$ cat config.mk
export PLATFORM = sky130hd
export DESIGN_NAME = gpio_ctl_regs
export DESIGN_NICKNAME = d
export VERILOG_FILES = /design/src/rtl/gcr_pkg.sv /design/src/rtl/gcr_decode.sv /design/src/rtl/gcr_ctl_regs.sv /design/src/rtl/gcr_gpio.sv /design/src/rtl/gcr_bus_rsp.sv /design/src/rtl/gpio_ctl_regs.sv
export SDC_FILE = /design/constraint.sdc
export NUM_CORES = 1
export LEC_CHECK = 0
export ABC_CLOCK_PERIOD_IN_PS = 2310
export BUFFER_PORTS_ARGS = -buffer_cell sky130_fd_sc_hd__buf_2
export CORE_AREA = 2 2 142 116
export CTS_CLUSTER_DIAMETER = 50
export DETAILED_ROUTE_END_ITERATION = 6
export DIE_AREA = 0 0 144 118
export PLACE_DENSITY = 0.78
export SYNTH_ARGS = -nofsm -noshare
export SYNTH_HDL_FRONTEND = slang
export SYNTH_SLANG_ARGS = --single-unit
$ cat constraint.sdc
create_clock -name clk -period 2.31 [get_ports clk]
set_input_delay 0.231 -clock clk [delete_from_list [all_inputs] [get_ports clk]]
set_output_delay 0.231 -clock clk [all_outputs]
set_load 0.005 [all_outputs]
$ cat src/rtl/gcr_pkg.sv
package gcr_pkg;

    localparam int REG_W = 16;
    localparam int OFS_W = 6;

    localparam logic [OFS_W-1:0] OFS_MODE = 6'h00;
    localparam logic [OFS_W-1:0] OFS_CDIV = 6'h04;
    localparam logic [OFS_W-1:0] OFS_STAT = 6'h08;
    localparam logic [OFS_W-1:0] OFS_PWR  = 6'h0C;
    localparam logic [OFS_W-1:0] OFS_CCTL = 6'h10;
    localparam logic [OFS_W-1:0] OFS_IREQ = 6'h14;
    localparam logic [OFS_W-1:0] OFS_IMSK = 6'h18;
    localparam logic [OFS_W-1:0] OFS_ISTA = 6'h1C;
    localparam logic [OFS_W-1:0] OFS_GDIR = 6'h20;
    localparam logic [OFS_W-1:0] OFS_GWR  = 6'h24;
    localparam logic [OFS_W-1:0] OFS_GRD  = 6'h28;

    localparam logic [REG_W-1:0] STAT_VALUE = 16'h0002;

    localparam int PWR_TRIG_BIT = 7;
    localparam int PWR_HI_BIT   = 15;
    localparam int PWR_LO_BIT   = 6;
    localparam logic [REG_W-1:0] PWR_FORCE_MASK =
        REG_W'((1 << PWR_HI_BIT) | (1 << PWR_LO_BIT));

    typedef enum logic [3:0] {
        SEL_NONE,
        SEL_MODE,
        SEL_CDIV,
        SEL_STAT,
        SEL_PWR,
        SEL_CCTL,
        SEL_IREQ,
        SEL_IMSK,
        SEL_ISTA,
        SEL_GDIR,
        SEL_GLVL
    } reg_sel_e;

    localparam int N_PLAIN = 6;
    localparam int PL_MODE = 0;
    localparam int PL_CDIV = 1;
    localparam int PL_CCTL = 2;
    localparam int PL_IREQ = 3;
    localparam int PL_IMSK = 4;
    localparam int PL_ISTA = 5;
    localparam reg_sel_e PLAIN_SEL [N_PLAIN] =
        '{SEL_MODE, SEL_CDIV, SEL_CCTL, SEL_IREQ, SEL_IMSK, SEL_ISTA};

    typedef enum logic [1:0] {
        RSP_IDLE,
        RSP_DATA,
        RSP_ERR
    } rsp_state_e;

    typedef enum logic {
        GP_HOLD,
        GP_EVAL
    } gp_state_e;

endpackage

$ cat src/rtl/gcr_decode.sv
module gcr_decode
    import gcr_pkg::*;
(
    input  logic [OFS_W-1:0] ofs,
    output reg_sel_e         sel,
    output logic             mapped
);

    always_comb begin
        unique case (ofs)
            OFS_MODE: sel = SEL_MODE;
            OFS_CDIV: sel = SEL_CDIV;
            OFS_STAT: sel = SEL_STAT;
            OFS_PWR:  sel = SEL_PWR;
            OFS_CCTL: sel = SEL_CCTL;
            OFS_IREQ: sel = SEL_IREQ;
            OFS_IMSK: sel = SEL_IMSK;
            OFS_ISTA: sel = SEL_ISTA;
            OFS_GDIR: sel = SEL_GDIR;
            OFS_GWR:  sel = SEL_GLVL;
            OFS_GRD:  sel = SEL_GLVL;
            default:  sel = SEL_NONE;
        endcase
    end

    assign mapped = (sel != SEL_NONE);

endmodule

$ cat src/rtl/gcr_ctl_regs.sv
module gcr_ctl_regs
    import gcr_pkg::*;
(
    input  logic                           clk,
    input  logic                           rst,
    input  logic                           wr_en,
    input  reg_sel_e                       sel,
    input  logic [REG_W-1:0]               wdata,
    output logic [N_PLAIN-1:0][REG_W-1:0]  plain_q,
    output logic [REG_W-1:0]               pwr_q
);

    // plain storage words: one cell per slot
    for (genvar g = 0; g < N_PLAIN; g++) begin : g_plain
        logic [REG_W-1:0] cell_q;
        always_ff @(posedge clk) begin
            if (rst) begin
                cell_q <= '0;
            end else if (wr_en && (sel == PLAIN_SEL[g])) begin
                cell_q <= wdata;
            end
        end
        assign plain_q[g] = cell_q;
    end

    // power word: trigger bit forces the two companion bits
    logic [REG_W-1:0] pwr_next;
    always_comb begin
        pwr_next = wdata;
        if (wdata[PWR_TRIG_BIT]) begin
            pwr_next = wdata | PWR_FORCE_MASK;
        end
    end

    always_ff @(posedge clk) begin
        if (rst) begin
            pwr_q <= '0;
        end else if (wr_en && (sel == SEL_PWR)) begin
            pwr_q <= pwr_next;
        end
    end

endmodule

$ cat src/rtl/gcr_gpio.sv
module gcr_gpio
    import gcr_pkg::*;
#(
    parameter int GPIO_N = 16
) (
    input  logic              clk,
    input  logic              rst,
    input  logic              dir_we,
    input  logic              lvl_we,
    input  logic [GPIO_N-1:0] wdata,
    input  logic [GPIO_N-1:0] pin_val,
    input  logic [GPIO_N-1:0] pin_upd,
    output logic [GPIO_N-1:0] dir_q,
    output logic [GPIO_N-1:0] lvl_q,
    output logic [GPIO_N-1:0] gpio_out,
    output logic [GPIO_N-1:0] gpio_chg
);

    gp_state_e state_q, state_d;
    logic      any_wr;

    assign any_wr = dir_we || lvl_we;

    // state register
    always_ff @(posedge clk) begin
        if (rst) begin
            state_q <= GP_HOLD;
        end else begin
            state_q <= state_d;
        end
    end

    // transitions
    always_comb begin
        unique case (state_q)
            GP_HOLD: state_d = any_wr ? GP_EVAL : GP_HOLD;
            GP_EVAL: state_d = any_wr ? GP_EVAL : GP_HOLD;
            default: state_d = GP_HOLD;
        endcase
    end

    // direction register
    always_ff @(posedge clk) begin
        if (rst) begin
            dir_q <= '0;
        end else if (dir_we) begin
            dir_q <= wdata;
        end
    end

    // level register: bus write masked by direction, input lines override per bit
    logic [GPIO_N-1:0] lvl_bus;
    assign lvl_bus = lvl_we ? (wdata & dir_q) : lvl_q;

    always_ff @(posedge clk) begin
        if (rst) begin
            lvl_q <= '0;
        end else begin
            lvl_q <= (lvl_bus & ~pin_upd) | (pin_val & pin_upd);
        end
    end

    // output cells: refresh only pins whose gated value moved
    logic [GPIO_N-1:0] gated;
    logic [GPIO_N-1:0] diff;
    logic              eval_now;

    assign gated    = lvl_q & dir_q;
    assign diff     = gated ^ gpio_out;
    assign eval_now = (state_q == GP_EVAL);

    for (genvar i = 0; i < GPIO_N; i++) begin : g_out
        logic pin_q;
        logic chg_q;
        always_ff @(posedge clk) begin
            if (rst) begin
                pin_q <= 1'b0;
                chg_q <= 1'b0;
            end else begin
                chg_q <= eval_now && diff[i];
                if (eval_now && diff[i]) begin
                    pin_q <= gated[i];
                end
            end
        end
        assign gpio_out[i] = pin_q;
        assign gpio_chg[i] = chg_q;
    end

endmodule

$ cat src/rtl/gcr_bus_rsp.sv
module gcr_bus_rsp
    import gcr_pkg::*;
(
    input  logic             clk,
    input  logic             rst,
    input  logic             we,
    input  logic             re,
    input  logic             mapped,
    input  logic [REG_W-1:0] rd_val,
    output logic [REG_W-1:0] rdata,
    output logic             err
);

    rsp_state_e state_q, state_d;
    logic       bad_acc;

    assign bad_acc = (we || re) && !mapped;

    always_ff @(posedge clk) begin
        if (rst) begin
            state_q <= RSP_IDLE;
        end else begin
            state_q <= state_d;
        end
    end

    always_comb begin
        unique case (state_q)
            RSP_IDLE,
            RSP_DATA,
            RSP_ERR: begin
                if (bad_acc) begin
                    state_d = RSP_ERR;
                end else if (re) begin
                    state_d = RSP_DATA;
                end else begin
                    state_d = RSP_IDLE;
                end
            end
            default: state_d = RSP_IDLE;
        endcase
    end

    // outputs
    always_ff @(posedge clk) begin
        if (rst) begin
            rdata <= '0;
        end else if (re) begin
            rdata <= mapped ? rd_val : '0;
        end
    end

    assign err = (state_q == RSP_ERR);

endmodule

$ cat src/rtl/gpio_ctl_regs.sv
module gpio_ctl_regs
    import gcr_pkg::*;
#(
    parameter int ADDR_W = 12,
    parameter int BUS_W  = 32,
    parameter int GPIO_N = 16
) (
    input  logic              clk,
    input  logic              rst,
    input  logic [ADDR_W-1:0] bus_addr,
    input  logic              bus_we,
    input  logic              bus_re,
    input  logic [BUS_W-1:0]  bus_wdata,
    output logic [REG_W-1:0]  bus_rdata,
    output logic              bus_err,
    input  logic [GPIO_N-1:0] pin_val,
    input  logic [GPIO_N-1:0] pin_upd,
    output logic [GPIO_N-1:0] gpio_out,
    output logic [GPIO_N-1:0] gpio_chg
);

    // address bits above the window and write bits above the register
    // width take no part in the function
    logic addr_unused;
    logic wdata_unused;
    assign addr_unused  = ^bus_addr[ADDR_W-1:OFS_W];
    assign wdata_unused = ^bus_wdata[BUS_W-1:REG_W];

    logic [REG_W-1:0] wd;
    assign wd = bus_wdata[REG_W-1:0];

    reg_sel_e sel;
    logic     mapped;

    gcr_decode u_dec (
        .ofs    (bus_addr[OFS_W-1:0]),
        .sel    (sel),
        .mapped (mapped)
    );

    logic [N_PLAIN-1:0][REG_W-1:0] plain_q;
    logic [REG_W-1:0]              pwr_q;

    gcr_ctl_regs u_ctl (
        .clk     (clk),
        .rst     (rst),
        .wr_en   (bus_we),
        .sel     (sel),
        .wdata   (wd),
        .plain_q (plain_q),
        .pwr_q   (pwr_q)
    );

    logic [GPIO_N-1:0] gp_dir;
    logic [GPIO_N-1:0] gp_lvl;

    gcr_gpio #(.GPIO_N(GPIO_N)) u_gpio (
        .clk      (clk),
        .rst      (rst),
        .dir_we   (bus_we && (sel == SEL_GDIR)),
        .lvl_we   (bus_we && (sel == SEL_GLVL)),
        .wdata    (wd[GPIO_N-1:0]),
        .pin_val  (pin_val),
        .pin_upd  (pin_upd),
        .dir_q    (gp_dir),
        .lvl_q    (gp_lvl),
        .gpio_out (gpio_out),
        .gpio_chg (gpio_chg)
    );

    logic [REG_W-1:0] rd_val;
    always_comb begin
        unique case (sel)
            SEL_MODE: rd_val = plain_q[PL_MODE];
            SEL_CDIV: rd_val = plain_q[PL_CDIV];
            SEL_CCTL: rd_val = plain_q[PL_CCTL];
            SEL_IREQ: rd_val = plain_q[PL_IREQ];
            SEL_IMSK: rd_val = plain_q[PL_IMSK];
            SEL_ISTA: rd_val = plain_q[PL_ISTA];
            SEL_STAT: rd_val = STAT_VALUE;
            SEL_PWR:  rd_val = pwr_q;
            SEL_GDIR: rd_val = REG_W'(gp_dir);
            SEL_GLVL: rd_val = REG_W'(gp_lvl);
            default:  rd_val = '0;
        endcase
    end

    gcr_bus_rsp u_rsp (
        .clk    (clk),
        .rst    (rst),
        .we     (bus_we),
        .re     (bus_re),
        .mapped (mapped),
        .rd_val (rd_val),
        .rdata  (bus_rdata),
        .err    (bus_err)
    );

endmodule

# Word-level counts from Yosys, hierarchy flattened
# Cells that the tools add are included.
# W data, S select, Z words.
op_classes:
  bitwise: 8
  reduce_logical: 36
  eq_ne: 22
  mux: 8
op_table:
  columns: ["op", "count"]
  rows:
  - ["$pmux W16 S10", 1]
  - ["$and A16 B16 Y16", 4]
  - ["$mux W16", 3]
  - ["$pmux W4 S10", 1]
  - ["$logic_and A1 B1 Y1", 26]
  - ["$eq A6 B5 Y1 const B", 4]
  - ["$eq A6 B6 Y1 const B", 3]
  - ["$eq A4 B3 Y1 const B", 4]
  - ["$not A16 Y16", 1]
  - ["$or A16 B16 Y16", 1]
  - ["$xor A16 B16 Y16", 1]
  - ["$eq A4 B4 Y1 const B", 3]
  - ["$eq A6 B4 Y1 const B", 2]
  - ["$eq A4 B2 Y1 const B", 2]
  - ["$eq A6 B3 Y1 const B", 1]
  - ["$logic_not A6 Y1", 1]
  - ["$reduce_or A3 Y1", 2]
  - ["$eq A4 B1 Y1 const B", 1]
  - ["$reduce_bool A4 Y1", 1]
  - ["$reduce_or A2 Y1", 2]
  - ["$eq A2 B1 Y1 const B", 1]
  - ["$eq A2 B2 Y1 const B", 1]
  - ["$logic_not A2 Y1", 1]
  - ["$logic_or A1 B1 Y1", 2]
  - ["4 further kinds", 5]
totals:
  regBits: 195
  out_inout_bits: 49
  wordCells: 119

# Logic depth before layout (Yosys ltp)
logic_depth:
  ltp_word: 8
  depth_mapped: 8
  ltp_nobuf: 4

# Hierarchy
# From an unflattened synthesis, not the netlist that was laid out.
hier_totals:
  hier_cells: 973
  hier_area_um2: 9620.5
modules_own_cells:
  columns: ["mod", "cells_per_inst", "n_inst", "area_per_inst_um2"]
  rows:
  - ["gcr_ctl_regs", 390, 1, 4429.2]
  - ["gcr_gpio", 323, 1, 3062.9]
  - ["gpio_ctl_regs", 167, 1, 1320.0]
  - ["gcr_bus_rsp", 79, 1, 706.9]
  - ["gcr_decode", 14, 1, 101.3]

# Worst setup path after synthesis
# No wires, ideal clock.
synth_path:
  path_kind: "input to register"
  start: "input port bus_addr[2]"
  end: "register u_ctl.g_plain[3].cell_q[10]"
  stages: 7
  slack_ns: 0.637
  arrival_ns: 1.545
  path_buffers: 3
  path_cell_list: "buf_2 -> buf_2 -> nor2b_1 -> nand3_2 -> buf_2 -> mux2i_1 -> nor2_1"
synth_between:
  elab_chain_cells: 5
  elab_cells_between_ends: 15
  cone_classes: "11 x eq/ne; 1 x mux; 3 x reduce/logical"
synth_rtl:
  columns: ["item", "line", "text"]
  rows:
  - ["start, declared", "gpio_ctl_regs.sv:10", "input logic [ADDR_W-1:0] bus_addr,"]
  - ["$eq A6 B6 Y1", "gcr_decode.sv:10", "unique case (ofs)"]
  - ["$reduce_or A2 Y1 (no line)", null, null]
  - ["$pmux W4 S10 *", "gcr_decode.sv:10", null]
  - ["$eq A4 B3 Y1 *", "gcr_ctl_regs.sv:19", "end else if (wr_en && (sel == PLAIN_SEL[g])) begin"]
  - ["$logic_and A1 B1 Y1 *", "gcr_ctl_regs.sv:19", null]
  - ["end signal, assigned", "gcr_ctl_regs.sv:20", "cell_q <= wdata;"]
  - ["end, declared", "gcr_ctl_regs.sv:15", "logic [REG_W-1:0] cell_q;"]
# Every way passes the cells marked *; elsewhere a longest branch is shown, timed or not.
# A chain may end at the register's enable or synchronous reset.

# Final worst setup path
layout_path:
  start: "input port bus_addr[1]"
  end: "register u_rsp.rdata[11]"
layout_between:
  elab_chain_cells: 6
  elab_cells_between_ends: 26
  cone_classes: "20 x eq/ne; 3 x mux; 3 x reduce/logical"
layout_rtl:
  columns: ["item", "line", "text"]
  rows:
  - ["$eq A6 B6 Y1", "gcr_decode.sv:10", null]
  - ["$reduce_or A2 Y1 (no line)", null, null]
  - ["$pmux W4 S10 *", "gcr_decode.sv:10", null]
  - ["$eq A4 B4 Y1, or another cell as far along", "gpio_ctl_regs.sv:73", "unique case (sel)"]
  - ["$pmux W16 S10", "gpio_ctl_regs.sv:73", null]
  - ["$mux W16 *", "gcr_bus_rsp.sv:49", "rdata <= mapped ? rd_val : '0;"]
  - ["end signal, assigned", "gcr_bus_rsp.sv:49", null]
  - ["end, declared", "gcr_bus_rsp.sv:10", "output logic [REG_W-1:0] rdata,"]
# Marks and branches as above.

==> out/results.tsv <==
metric	value	unit
# fillers	1329	
library cells used by synthesis	48	
vias in the first global route	6999	
Lkg Pwr	3.81	nW
router iterations before antenna repair	5	
Slew Limit Fails	0	
Setup crit start kind	input pin	
most common cell after layout, fill and taps aside	nand2_1	
maximum clock frequency	0.642	GHz
worst-margin pin slew	0.630	ns
sequential share of the synthesized area	44.9	%
Final Cycle Share	67.4	%
die height	118	µm
Die Area	17000	µm²
Reg2Reg Setup Slack	1.00	ns
GP Congestion	0.813	
Flop pwr share	49.8	%
EDFF count, synth	0	
Critical Path Slowest Stage Cell	or4_1	
CTS tree	yes	
Routed Antenna Nets	0	
Worst Hold Class	in -> reg	
slowest cell delay on critical path	0.70	ns
reg2reg path depth	3	
via count	7703	
Final #Nets	1153	
Syn Nets	1110	
pwr/cell area	697	nW/µm²
Switch Pwr	1.62	mW
kind of critical path	in -> reg	
I/O pins	129	
largest family of logic cells by synthesized area	simple AND/OR/NAND/NOR gates	
cell family with most CP delay	simple AND/OR/NAND/NOR gates	
min Tclk post-route	1.56	ns
Initial Util	55.9	%
Sink Count	195	
most frequent cells in the layout	nand2_1 (212), dfxtp_1 (195), a21oi_1 (114), buf_2 (105), nor2_1 (70)	
Multi-input gate area	4100	µm²
share of layout cells above drive strength 1	18.9	%
Yosys reg bits	195	
DR vias/cell	5.92	
Gate power share	5.9	%
P&R area growth vs syn	13.5	%
WP buf/inv	2	
# diodes	0	
GR Overflow Total	0	
setup total negative slack	0	ns
largest net degree at the start of global routing	111	
initial antenna violation count	0	
Hold Fails Final Rpt	0	
post-synthesis xor/xnor area fraction	1.71	%
Simple-Gate Fraction of Synth Area	22.0	%
Switching Share	23.6	%
synthesized area per cell	8.43	µm²
H-tree levels	4	
Die Span X	144	µm
RSZ-0062 raised after global routing	false	
Reg-to-Reg End	u_rsp.rdata[11]	
cells after synthesis	1030	
Sequential Area	3900	µm²
IO Port Bufs	106	
Clock Root Buffer	clkbuf_16	
DRC viols	0	
post-DP HPWL	15400	µm
wire length per cell	17.8	µm
All-Layer GR Usage	27.5	%
Hold Crit Start	pin_upd[8]	
Pwr Total	6.87	mW
internal power	5.25	mW
portion of netlist area occupied by mux cells	8.61	%
Hold Crit Depth	3	
Placeable Area	15500	µm²
Num CTS Buffers	17	
Synth Flop Type	dfxtp_1	
final setup skew	0.00783	ns
post-CTS sizing	0	
Setup Viol. Count Final	0	
RR Startpoint	u_ctl.g_plain[4].cell_q[11]	
Clock transition at path regs	0.07	ns
Synth Area in Compound Gates	14.7	%
Post-Route WL	23200	µm
Clock Latency Late Sink	0.45	ns
CP Max Fanout	13	
maxcap violations	0	
final hold slack	0.0525	ns
arrival time of the worst setup path	1.91	ns
outcome	finished clean	
Worst Path Required	2.66	ns
hold bufs inserted after CTS	0	
Warnings, synthesis	0	
peak supply drop	0.000540	V
Synth Area in Adders	0	%
# rows	41	
first-iteration detailed-routing DRC count	716	
clock tree buffer depth	2	
clock network fraction of total power	44.3	%
critical-path cell list	buf_2 -> or4_1 -> nor3_2 -> buf_4 -> a222oi_1 -> a221oi_1	
first-pass GRT wire length	36400	µm
Slew headroom	58.0	%
Syn Std Cell Area	8690	µm²
Critical Path End Type	flop	
ys async rst share	0	%
post-CTS setup buffer count	0	
## final cells by class
cell class,instances,share of cell area [%]
flip-flops and latches,195,39.6
clock buffers,19,4.49
repair buffers,146,9.21
multi-input cells,693,41.6
well taps,215,2.73
clock inverters,13,1.62
inverters,20,0.761
## per-stage QoR
| step | util (%) | instance area [µm²] | setup WS [ns] | instances |
|---|---|---|---|---|
| 3_3_place_gp | 59.6 | 9260 | 0.374 | 1269 |
| 3_5_place_dp | 59.6 | 9260 | 0.365 | 1269 |
| 6_report | 63.4 | 9860 | 0.752 | 1301 |
| 2_1_floorplan | - | 8690 | 0.637 | 1030 |
| 5_1_grt | 63.4 | 9860 | 0.633 | 1301 |
| 4_1_cts | 63.4 | 9860 | 0.805 | 1301 |
## power by group through the flow
stage | Clock (mW) | Combinational, mW | Sequential, mW
floorplan | 0 | 0.236 | 3.49
global placement | 0 | 0.395 | 3.50
detailed placement | 0 | 0.399 | 3.50
CTS | 3.05 | 0.401 | 3.42
global route | 3.19 | 0.436 | 3.42
finish | 3.04 | 0.407 | 3.42
## registers in the layout (all words and copies together) (netlist names), named ones only
register / flops
u_ctl.g_plain.cell_q: 96
u_ctl.pwr_q: 16
u_gpio.dir_q: 16
u_gpio.eval_now: 1
u_gpio.g_out.chg_q: 16
u_gpio.g_out.pin_q: 16
u_rsp.rdata: 16
u_rsp.state_q: 2
## routing by layer
metal	vias up	GRT usage [%]	part of all wire, %
met5	-	0	0
li1	3625	-	-
met1	3683	37.5	43
met3	44	5.37	8.4
met2	351	43.2	46
met4	0	10.0	2.2
## cells in the mapped netlist (17+ instances only)
cell type	number	area [µm²]
nand2_1	212	796
nand2b_1	19	119
nand3_1	63	315
nor2_1	71	267
xor2_1	17	149
mux2i_1	41	410
inv_1	19	71.3
clkbuf_1	58	218
buf_2	25	125
buf_4	35	263
a21oi_1	114	571
dfxtp_1	195	3900
## cell families (layout without fill, tap and decap cells)
logic type,count (synthesis),after routing
AND/OR/NAND/NOR,420,420
AO/OA/AOI/OAI,197,197
flip-flops,195,195
buffers and inverters,142,198
multiplexers,59,59
XOR/XNOR,17,17
## tightest hold or removal path: cells and delay by family
kind,cells,cell delay (ns)
compound gates,1,0.07
buf+inv,2,0.16
## how the worst max path moves through the flow
stage	startpoint	slack, ns	end	depth (start not counted)
2_1_floorplan	bus_addr[2]	0.64	u_ctl.g_plain[3].cell_q[10]	7
3_3_place_gp	bus_addr[1]	0.37	u_rsp.rdata[11]	6
3_5_place_dp	bus_addr[1]	0.36	u_rsp.rdata[11]	6
4_1_cts	bus_addr[1]	0.80	u_gpio.dir_q[8]	6
5_1_grt	bus_addr[1]	0.63	u_gpio.dir_q[14]	6
6_report	bus_addr[1]	0.75	u_rsp.rdata[11]	6
(Power assumes the default switching activity.)
